File: src/rtl/ufsi_pkg.sv
package ufsi_pkg;

   typedef enum logic [1:0] {
      CH_NORMAL = 2'd0,
      CH_ECHO   = 2'd1,
      CH_REMOTE = 2'd2,
      CH_ALT    = 2'd3
   } chmode_e;

   typedef enum logic [3:0] {
      RA_CTRL   = 4'd0,
      RA_MODE   = 4'd1,
      RA_IMASK  = 4'd2,
      RA_ISR    = 4'd3,
      RA_STATUS = 4'd4,
      RA_DATA   = 4'd5,
      RA_RXLVL  = 4'd6,
      RA_TXLVL  = 4'd7,
      RA_CHART  = 4'd8
   } regaddr_e;

   // live status bit positions
   localparam int ST_RX_TRIG  = 0;
   localparam int ST_RX_EMPTY = 1;
   localparam int ST_RX_FULL  = 2;
   localparam int ST_TX_EMPTY = 3;
   localparam int ST_TX_FULL  = 4;
   localparam int ST_TX_TRIG  = 13;

   // sticky interrupt bit positions beyond the mirrored low five
   localparam int IS_OVERRUN  = 5;
   localparam int IS_TIMEOUT  = 8;
   localparam int IS_TX_TRIG  = 10;

   localparam logic [31:0] CTRL_RESET = 32'h0000_0128;

endpackage

File: src/rtl/ufsi_fifo.sv
module ufsi_fifo #(
   parameter int DEPTH = 64,
   parameter int WIDTH = 8,
   parameter int CNT_W = 7
) (
   input  logic             clk,
   input  logic             rst_n,
   input  logic             push,
   input  logic [WIDTH-1:0] wdata,
   input  logic             pop,
   output logic [WIDTH-1:0] head,
   output logic [CNT_W-1:0] count
);

   localparam int PTR_W = (DEPTH > 1) ? $clog2(DEPTH) : 1;
   localparam logic [CNT_W-1:0] FULL_CNT = CNT_W'(DEPTH);

   generate
      if (DEPTH < 2) begin : g_bad_depth
         $error("ufsi_fifo: DEPTH must be at least 2");
      end
      if (CNT_W < $clog2(DEPTH + 1)) begin : g_bad_cnt
         $error("ufsi_fifo: CNT_W too narrow for DEPTH");
      end
   endgenerate

   logic [WIDTH-1:0] mem [DEPTH];
   logic [PTR_W-1:0] wr_ptr, rd_ptr, wr_nxt, rd_nxt;

   generate
      if ((1 << PTR_W) == DEPTH) begin : g_pow2
         assign wr_nxt = wr_ptr + PTR_W'(1);
         assign rd_nxt = rd_ptr + PTR_W'(1);
      end else begin : g_wrap
         assign wr_nxt = (wr_ptr == PTR_W'(DEPTH - 1)) ? '0 : wr_ptr + PTR_W'(1);
         assign rd_nxt = (rd_ptr == PTR_W'(DEPTH - 1)) ? '0 : rd_ptr + PTR_W'(1);
      end
   endgenerate

   always_ff @(posedge clk) begin
      if (push) mem[wr_ptr] <= wdata;
   end

   always_ff @(posedge clk or negedge rst_n) begin
      if (!rst_n) begin
         wr_ptr <= '0;
         rd_ptr <= '0;
         count  <= '0;
      end else begin
         if (push) wr_ptr <= wr_nxt;
         if (pop)  rd_ptr <= rd_nxt;
         case ({push, pop})
            2'b10:   count <= count + CNT_W'(1);
            2'b01:   count <= count - CNT_W'(1);
            default: count <= count;
         endcase
      end
   end

   assign head = mem[rd_ptr];

   // the enclosing logic gates pushes and pops on the count
   assert_push_has_room_R12: assert property (@(posedge clk) disable iff (!rst_n)
      push |-> (count < FULL_CNT));
   assert_pop_has_data_R12: assert property (@(posedge clk) disable iff (!rst_n)
      pop |-> (count != '0));

endmodule

File: src/rtl/ufsi_idle_timer.sv
module ufsi_idle_timer #(
   parameter int CT_W = 16
) (
   input  logic            clk,
   input  logic            rst_n,
   input  logic            rearm,
   input  logic [CT_W-1:0] char_time,
   output logic            fire
);

   localparam int LIM_W = CT_W + 2;

   generate
      if (CT_W < 1 || CT_W > 28) begin : g_bad_ct
         $error("ufsi_idle_timer: CT_W out of range");
      end
   endgenerate

   logic [LIM_W-1:0] limit, cnt;
   logic             armed;

   assign limit = (char_time == '0) ? LIM_W'(1) : {char_time, 2'b00};
   assign fire  = armed && (cnt >= limit - LIM_W'(1));

   always_ff @(posedge clk or negedge rst_n) begin
      if (!rst_n) begin
         armed <= 1'b0;
         cnt   <= '0;
      end else if (rearm) begin
         armed <= 1'b1;
         cnt   <= '0;
      end else if (armed) begin
         if (fire) armed <= 1'b0;
         else      cnt   <= cnt + LIM_W'(1);
      end
   end

endmodule

File: src/rtl/ufsi_irq_ctrl.sv
module ufsi_irq_ctrl
   import ufsi_pkg::*;
#(
   parameter int DEPTH = 64,
   parameter int CNT_W = 7
) (
   input  logic             clk,
   input  logic             rst_n,
   input  logic [CNT_W-1:0] rx_count,
   input  logic [CNT_W-1:0] tx_count,
   input  logic [CNT_W-1:0] rx_lvl,
   input  logic [CNT_W-1:0] tx_lvl,
   input  logic             ovf_evt,
   input  logic             tmo_evt,
   input  logic             clr_en,
   input  logic [31:0]      clr_bits,
   input  logic [31:0]      mask,
   output logic [31:0]      status,
   output logic [31:0]      isr,
   output logic             irq
);

   localparam logic [CNT_W-1:0] FULL_CNT = CNT_W'(DEPTH);

   logic [31:0] set_bits, clr_now;

   always_comb begin
      status = '0;
      status[ST_RX_TRIG]  = (rx_count >= rx_lvl);
      status[ST_RX_EMPTY] = (rx_count == '0);
      status[ST_RX_FULL]  = (rx_count == FULL_CNT);
      status[ST_TX_EMPTY] = (tx_count == '0);
      status[ST_TX_FULL]  = (tx_count == FULL_CNT);
      status[ST_TX_TRIG]  = (tx_count >= tx_lvl);
   end

   always_comb begin
      set_bits = '0;
      set_bits[4:0]       = status[4:0];
      set_bits[IS_TX_TRIG] = status[ST_TX_TRIG];
      set_bits[IS_OVERRUN] = ovf_evt;
      set_bits[IS_TIMEOUT] = tmo_evt;
      clr_now = clr_en ? clr_bits : '0;
   end

   always_ff @(posedge clk or negedge rst_n) begin
      if (!rst_n) isr <= '0;
      else        isr <= (isr & ~clr_now) | set_bits;
   end

   assign irq = |(mask & isr);

   // live flags reach the sticky word one edge later, set wins over clear
   assert_sticky_status_R3: assert property (@(posedge clk) disable iff (!rst_n)
      status[ST_RX_EMPTY] |=> isr[ST_RX_EMPTY]);
   assert_txtrig_remap_R3: assert property (@(posedge clk) disable iff (!rst_n)
      status[ST_TX_TRIG] |=> isr[IS_TX_TRIG]);
   assert_overflow_latch_R7: assert property (@(posedge clk) disable iff (!rst_n)
      ovf_evt |=> isr[IS_OVERRUN]);
   assert_timeout_latch_R10: assert property (@(posedge clk) disable iff (!rst_n)
      tmo_evt |=> isr[IS_TIMEOUT]);

endmodule

File: src/rtl/uart_fifo_irq.sv
module uart_fifo_irq
   import ufsi_pkg::*;
#(
   parameter int DEPTH    = 64,
   parameter int DATA_W   = 8,
   parameter int CT_W     = 16,
   parameter int CT_RESET = 16
) (
   input  logic              clk,
   input  logic              rst_n,
   input  logic              reg_wr,
   input  logic              reg_rd,
   input  logic [3:0]        reg_addr,
   input  logic [31:0]       reg_wdata,
   output logic [31:0]       reg_rdata,
   input  logic              rx_valid,
   input  logic [DATA_W-1:0] rx_data,
   output logic              rx_ready,
   output logic              tx_valid,
   output logic [DATA_W-1:0] tx_data,
   input  logic              tx_ready,
   output logic              irq
);

   localparam int CNT_W = $clog2(DEPTH + 1);
   localparam logic [CNT_W-1:0] FULL_CNT = CNT_W'(DEPTH);
   localparam logic [CNT_W-1:0] LVL_RESET = CNT_W'(DEPTH / 2);

   generate
      if (DATA_W < 1 || DATA_W > 32) begin : g_bad_width
         $error("uart_fifo_irq: DATA_W must be 1..32");
      end
      if (CNT_W > 32) begin : g_bad_depth
         $error("uart_fifo_irq: DEPTH too large");
      end
   endgenerate

   // ---------------- register file ----------------
   logic [31:0]      ctrl_q, mask_q;
   chmode_e          mode_q;
   logic [CNT_W-1:0] rxlvl_q, txlvl_q;
   logic [CT_W-1:0]  chart_q;

   logic wr_hit [9];
   always_comb begin
      for (int i = 0; i < 9; i++) wr_hit[i] = reg_wr && (reg_addr == 4'(i));
   end

   always_ff @(posedge clk or negedge rst_n) begin
      if (!rst_n) begin
         ctrl_q  <= CTRL_RESET;
         mode_q  <= CH_NORMAL;
         mask_q  <= '0;
         rxlvl_q <= LVL_RESET;
         txlvl_q <= LVL_RESET;
         chart_q <= CT_W'(CT_RESET);
      end else begin
         if (wr_hit[RA_CTRL])  ctrl_q  <= reg_wdata;
         if (wr_hit[RA_MODE])  mode_q  <= chmode_e'(reg_wdata[1:0]);
         if (wr_hit[RA_IMASK]) mask_q  <= reg_wdata;
         if (wr_hit[RA_RXLVL]) rxlvl_q <= reg_wdata[CNT_W-1:0];
         if (wr_hit[RA_TXLVL]) txlvl_q <= reg_wdata[CNT_W-1:0];
         if (wr_hit[RA_CHART]) chart_q <= reg_wdata[CT_W-1:0];
      end
   end

   // ---------------- routing and flow control ----------------
   logic [CNT_W-1:0]  rx_count, tx_count;
   logic [DATA_W-1:0] rx_head, tx_head, tx_wdata;
   logic feeds_rx, feeds_tx, rx_room, tx_room;
   logic rx_take, rx_drop, host_tx_wr, host_push, host_drop;
   logic rx_push, tx_push, rx_pop, tx_pop, ovf_evt, tmo_evt;

   always_comb begin
      case (mode_q)
         CH_ECHO:   begin feeds_rx = 1'b1; feeds_tx = 1'b1; end
         CH_REMOTE: begin feeds_rx = 1'b0; feeds_tx = 1'b1; end
         default:   begin feeds_rx = 1'b1; feeds_tx = 1'b0; end
      endcase
   end

   assign rx_room    = (rx_count < FULL_CNT);
   assign tx_room    = (tx_count < FULL_CNT);
   assign rx_ready   = (!feeds_rx || rx_room) && (!feeds_tx || tx_room);
   assign rx_take    = rx_valid && rx_ready;
   assign rx_drop    = rx_valid && !rx_ready;

   assign host_tx_wr = wr_hit[RA_DATA] && !feeds_tx;
   assign host_push  = host_tx_wr && tx_room;
   assign host_drop  = host_tx_wr && !tx_room;

   assign rx_push    = rx_take && feeds_rx;
   assign tx_push    = (rx_take && feeds_tx) || host_push;
   assign tx_wdata   = feeds_tx ? rx_data : reg_wdata[DATA_W-1:0];
   assign rx_pop     = reg_rd && (reg_addr == RA_DATA) && (rx_count != '0);
   assign tx_pop     = tx_ready && (tx_count != '0);
   assign ovf_evt    = rx_drop || host_drop;

   assign tx_valid   = (tx_count != '0);
   assign tx_data    = tx_head;

   // ---------------- submodules ----------------
   ufsi_fifo #(.DEPTH(DEPTH), .WIDTH(DATA_W), .CNT_W(CNT_W)) u_rx_fifo (
      .clk   (clk),
      .rst_n (rst_n),
      .push  (rx_push),
      .wdata (rx_data),
      .pop   (rx_pop),
      .head  (rx_head),
      .count (rx_count)
   );

   ufsi_fifo #(.DEPTH(DEPTH), .WIDTH(DATA_W), .CNT_W(CNT_W)) u_tx_fifo (
      .clk   (clk),
      .rst_n (rst_n),
      .push  (tx_push),
      .wdata (tx_wdata),
      .pop   (tx_pop),
      .head  (tx_head),
      .count (tx_count)
   );

   ufsi_idle_timer #(.CT_W(CT_W)) u_idle (
      .clk       (clk),
      .rst_n     (rst_n),
      .rearm     (rx_take),
      .char_time (chart_q),
      .fire      (tmo_evt)
   );

   logic [31:0] status_w, isr_w;

   ufsi_irq_ctrl #(.DEPTH(DEPTH), .CNT_W(CNT_W)) u_irq (
      .clk      (clk),
      .rst_n    (rst_n),
      .rx_count (rx_count),
      .tx_count (tx_count),
      .rx_lvl   (rxlvl_q),
      .tx_lvl   (txlvl_q),
      .ovf_evt  (ovf_evt),
      .tmo_evt  (tmo_evt),
      .clr_en   (wr_hit[RA_ISR]),
      .clr_bits (reg_wdata),
      .mask     (mask_q),
      .status   (status_w),
      .isr      (isr_w),
      .irq      (irq)
   );

   // ---------------- read mux ----------------
   always_comb begin
      case (reg_addr)
         RA_CTRL:   reg_rdata = ctrl_q;
         RA_MODE:   reg_rdata = {30'd0, mode_q};
         RA_IMASK:  reg_rdata = mask_q;
         RA_ISR:    reg_rdata = isr_w;
         RA_STATUS: reg_rdata = status_w;
         RA_DATA:   reg_rdata = (rx_count == '0) ? '0 : 32'(rx_head);
         RA_RXLVL:  reg_rdata = 32'(rxlvl_q);
         RA_TXLVL:  reg_rdata = 32'(txlvl_q);
         RA_CHART:  reg_rdata = 32'(chart_q);
         default:   reg_rdata = '0;
      endcase
   end

   // remote loopback bypasses the receive queue entirely
   assert_remote_keeps_rx_R6: assert property (@(posedge clk) disable iff (!rst_n)
      (mode_q == CH_REMOTE && !rx_pop) |=> (rx_count == $past(rx_count)));

   // an echo-mode acceptance needs room on both sides
   assert_echo_room_R5: assert property (@(posedge clk) disable iff (!rst_n)
      (mode_q == CH_ECHO && rx_take) |-> (rx_count < FULL_CNT && tx_count < FULL_CNT));

endmodule

File: config.mk
export PLATFORM = sky130hd
export DESIGN_NAME = uart_fifo_irq
export DESIGN_NICKNAME = d
export VERILOG_FILES = /design/src/rtl/ufsi_pkg.sv /design/src/rtl/ufsi_fifo.sv /design/src/rtl/ufsi_idle_timer.sv /design/src/rtl/ufsi_irq_ctrl.sv /design/src/rtl/uart_fifo_irq.sv
export SDC_FILE = /design/constraint.sdc
export NUM_CORES = 2
export LEC_CHECK = 0
export BUFFER_PORTS_ARGS = -buffer_cell sky130_fd_sc_hd__buf_4
export CORE_MARGIN = 2
export CORE_UTILIZATION = 40
export CTS_CLUSTER_DIAMETER = 200
export DETAILED_ROUTE_END_ITERATION = 10
export PLACE_DENSITY = 0.53
export SLEW_MARGIN = 20
export SYNTH_ARGS = -nofsm -noshare
export SYNTH_HDL_FRONTEND = slang
export SYNTH_SLANG_ARGS = --single-unit
File: constraint.sdc
create_clock -name clk -period 4.15 [get_ports clk]
set_input_delay 0.415 -clock clk [delete_from_list [all_inputs] [get_ports clk]]
set_output_delay 0.415 -clock clk [all_outputs]
set_load 0.03 [all_outputs]
==> impl_metrics.csv <==
group,metric,value,unit
run_status,violations,"setup timing",
yosys,synth_flop_cell,"edfxtp_1",
power,finalPower,36.3,mW
placement,place_congestion,0.848,
yosys,syn-cell-area,49700,um2
critical_path,crit_path_max_incr_delay,530,ps
clock_network,clk_pin_slew,60,ps
die,dieArea,127000,um2
yosys,synthCells,2680,
detailed_routing,drtPass1Iterations,5,
timing,final-setup-viol-count,1,
critical_path,cp.depth,13,
timing,fin_crit,4160,ps
critical_path,r2r_start,"chart_q[2]",
clock_network,cts_buffer_depth,3,
global_routing,grt_pass1_wl,183,mm
yosys,async_flop_share,15.3,%
power,power.density,620,nW/um2
detailed_routing,routedWlPerCell,26.0,um
global_routing,grt_usage,19.6,%
die,pin_count,93,
yosys,synth_area_leaders,"edfxtp_1 (62%), mux4_2 (14%), dfrtp_1 (9.0%)",
critical_path,worstPathArrival,4830,ps
timing,rsz0062_at_grt,"yes",
global_routing,antenna_found_initial,1,
job,max-cap-violations,0,
clock_network,htree_levels,4,
critical_path,crit_family,"simple AND/OR/NAND/NOR gates",
clock_network,clock_latency,760,ps
timing,relSlewSlack,30.3,%
placement,dp_hpwl,78.0,mm
finish,nets,3120,
finish,area_growth,17.9,%
clock_network,cts_tree,"built",
critical_path,startpoint_type,"flop",
timing,hold_viol,0,
detailed_routing,first_iter_violations,2269,
yosys,synth.most_common_cell,"edfxtp_1",
yosys,yosys.area.top_type_share,61.8,%
clock_network,cts-root-buf,"clkbuf_16",
die,start_util,40.3,%
min_path,holdPathStages,3,
power,p_leak,19.9,nW
critical_path,end_kind,"flop",
clock_network,cts_num_sinks,1209,
timing,fin_skew,29.1,ps
critical_path,crit_top_cell,"or3_4",
yosys,syn_avg_cell_area,18.6,um2
min_path,hold_path_end,"u_rx_fifo.rd_ptr[0]",
yosys,ys_ff_latch,1209,
min_path,min-delay-start,"reg_rd",
yosys,synth_common_cells,"edfxtp_1 (1024), mux4_2 (304), nor2_1 (188), dfrtp_1 (179), mux2_2 (121)",
min_path,hold_class,"in -> reg",
yosys,yosysWarnings,0,
critical_path,ff2ff_setup_slack,-10,ps
yosys,synth_cell_types,71,
critical_path,path_buf_inv,1,
critical_path,r2r-end,"u_idle.cnt[11]",
power,max-vdd-ir-drop,0.000470,V
critical_path,worstPathRequired,4810,ps
detailed_routing,viasPerCell,5.56,
timing,drv_slew,0,
detailed_routing,postRouteAntennaNets,0,
run_status,status,"finished with violations",
clock_network,numCtsBuffers,134,
timing,timing.final.ws_setup,-13.3,ps
global_routing,grt_max_degree,100,
yosys,ys_seq_area_share,71.1,%
yosys,synth.largest_area_cell,"edfxtp_1",
timing,min_period_over_period,100,%
die,num_rows,129,
die,die_w,357,um
timing,setup_tns,-13.3,ps
global_routing,grt_pass1_vias,27421,
die,coreArea,123000,um2
timing,timing.hold.ws,54.9,ps
timing,max_freq,240,MHz
placement,io_buffers,92,
critical_path,cp_slowest_cell,"or4_4",
die,die_h,357,um
critical_path,crit_fanout,4,
detailed_routing,vias,26467,
finish,antennaDiodeCount,0,
detailed_routing,totalWireLength,124,mm
yosys,syn_nets,2782,
critical_path,worst-setup-path-type,"reg -> reg",
yosys,synth-edff-count,1024,
global_routing,grt_overflow_total,0,
detailed_routing,drc,0,
finish,drive_above_1_share,31.6,%
critical_path,crit_path_cell_trace,"or4_4, or3_4, or3_4, nor4_4, mux2i_1, ha_1, o21a_1, a2111oi_4, nor4b_4, buf_4, nor2_4, or4b_4, a21oi_2",
timing,worst_pin_slew,1050,ps
critical_path,r2r_cells,13,
## placed cells by master, fill, tap and decap left out, types with 30 or more instances in the layout
master | netlist | final
a211oi_1 | 35 | 34
a21oi_1 | 41 | 37
a22oi_1 | 52 | 51
buf_4 | 4 | 286
clkbuf_1 | 87 | 30
clkbuf_16 | 0 | 139
dfrtp_1 | 179 | 172
dlygate4sd3_1 | 0 | 37
edfxtp_1 | 1024 | 1024
ha_1 | 50 | 50
inv_1 | 36 | 36
mux2_2 | 121 | 121
mux4_2 | 304 | 304
nand2_1 | 102 | 102
nor2_1 | 188 | 186
nor2b_1 | 34 | 34
o21ai_0 | 57 | 52
## where the power goes
part	switching (mW)	internal [mW]	total, mW
sequential	0.754	14.2	14.9
clock	4.83	6.74	11.6
combinational	5.20	4.61	9.82
## cell type report
type,instances,area (um2)
Fill cell,10324,64900
Timing Repair Buffer,350,3030
Clock buffer,169,3560
Inverter,37,139
Multi-Input combinational cell,1286,13700
Clock inverter,68,727
Tap cell,1637,2050
Sequential cell,1209,35400
## through the flow
stage	std cells	cell area [um2]	utilization, %	setup WS [ps]
4_1_cts	4742	58400	47.3	-63.2
2_1_floorplan	2680	49700	-	20.6
3_3_place_gp	4450	53400	43.3	-89.6
5_1_grt	4756	58600	47.5	-208
6_report	4756	58600	47.5	-13.3
3_5_place_dp	4450	53400	43.3	-215
## cell families (layout without fill, tap and decap cells)
kind of cell / after synthesis / after routing / share of synthesized area, %
muxes: 448 / 448 / 17.0
AOI/OAI and AO/OA: 268 / 268 / 3.62
adders and majority gates: 52 / 52 / 1.34
xor gates and xnor gates: 36 / 36 / 0.634
and+or+nand+nor: 482 / 482 / 4.73
buffers and inverters: 185 / 624 / 1.56
DFF: 1209 / 1209 / 71.1
## sequential cells by signal, summed over array words and instances, names as in the netlist
register,cells
u_rx_fifo.count,7
u_rx_fifo.rd_ptr,6
u_tx_fifo.wr_ptr,6
txlvl_q,7
mode_q,2
ctrl_q,32
chart_q,16
u_tx_fifo.rd_ptr,6
u_tx_fifo.count,7
rxlvl_q,7
mask_q,32
u_rx_fifo.wr_ptr,6
u_rx_fifo.mem,512
u_idle.cnt,18
u_tx_fifo.mem,512
u_irq.isr,32
u_idle.armed,1
## routing by layer
| metal | GRT usage, % | up-vias | share of wire, % |
|---|---|---|---|
| met5 | 0 | - | 0 |
| met4 | 4.80 | 0 | 1.9 |
| met3 | 3.69 | 160 | 5.3 |
| met2 | 31.2 | 728 | 48 |
| met1 | 27.8 | 14120 | 44 |
| li1 | - | 11459 | - |
## worst reg2reg max path, stage by stage (launching register included)
cell and delay [ps]:
dfrtp_1 370, or4_4 530, or3_4 370, or3_4 380, nor4_4 190, mux2i_1 260, ha_1 280, o21a_1 140
a2111oi_4 360, nor4b_4 370, buf_4 190, nor2_4 40, or4b_4 480, a21oi_2 130
## repair_timing
action                                 CTS  global route
gates cloned                             0             3
endpoints found under the hold margin  219             0
gates resized for setup                 18            24
hold buffers                            37             0
setup endpoints to repair               31            28
buffers inserted                        18            11
pin swaps                               17            17
## worst max path at each step
stage | start | to | slack (ps)
after CTS | chart_q[2] | u_idle.cnt[11] | -60
after global placement | chart_q[2] | u_idle.cnt[17] | -90
after detailed placement | chart_q[2] | u_idle.cnt[17] | -220
after global routing | chart_q[2] | u_idle.cnt[11] | -210
final | chart_q[2] | u_idle.cnt[11] | -10
after floorplan | chart_q[1] | u_idle.cnt[11] | 20
(Power assumes the default switching activity.)
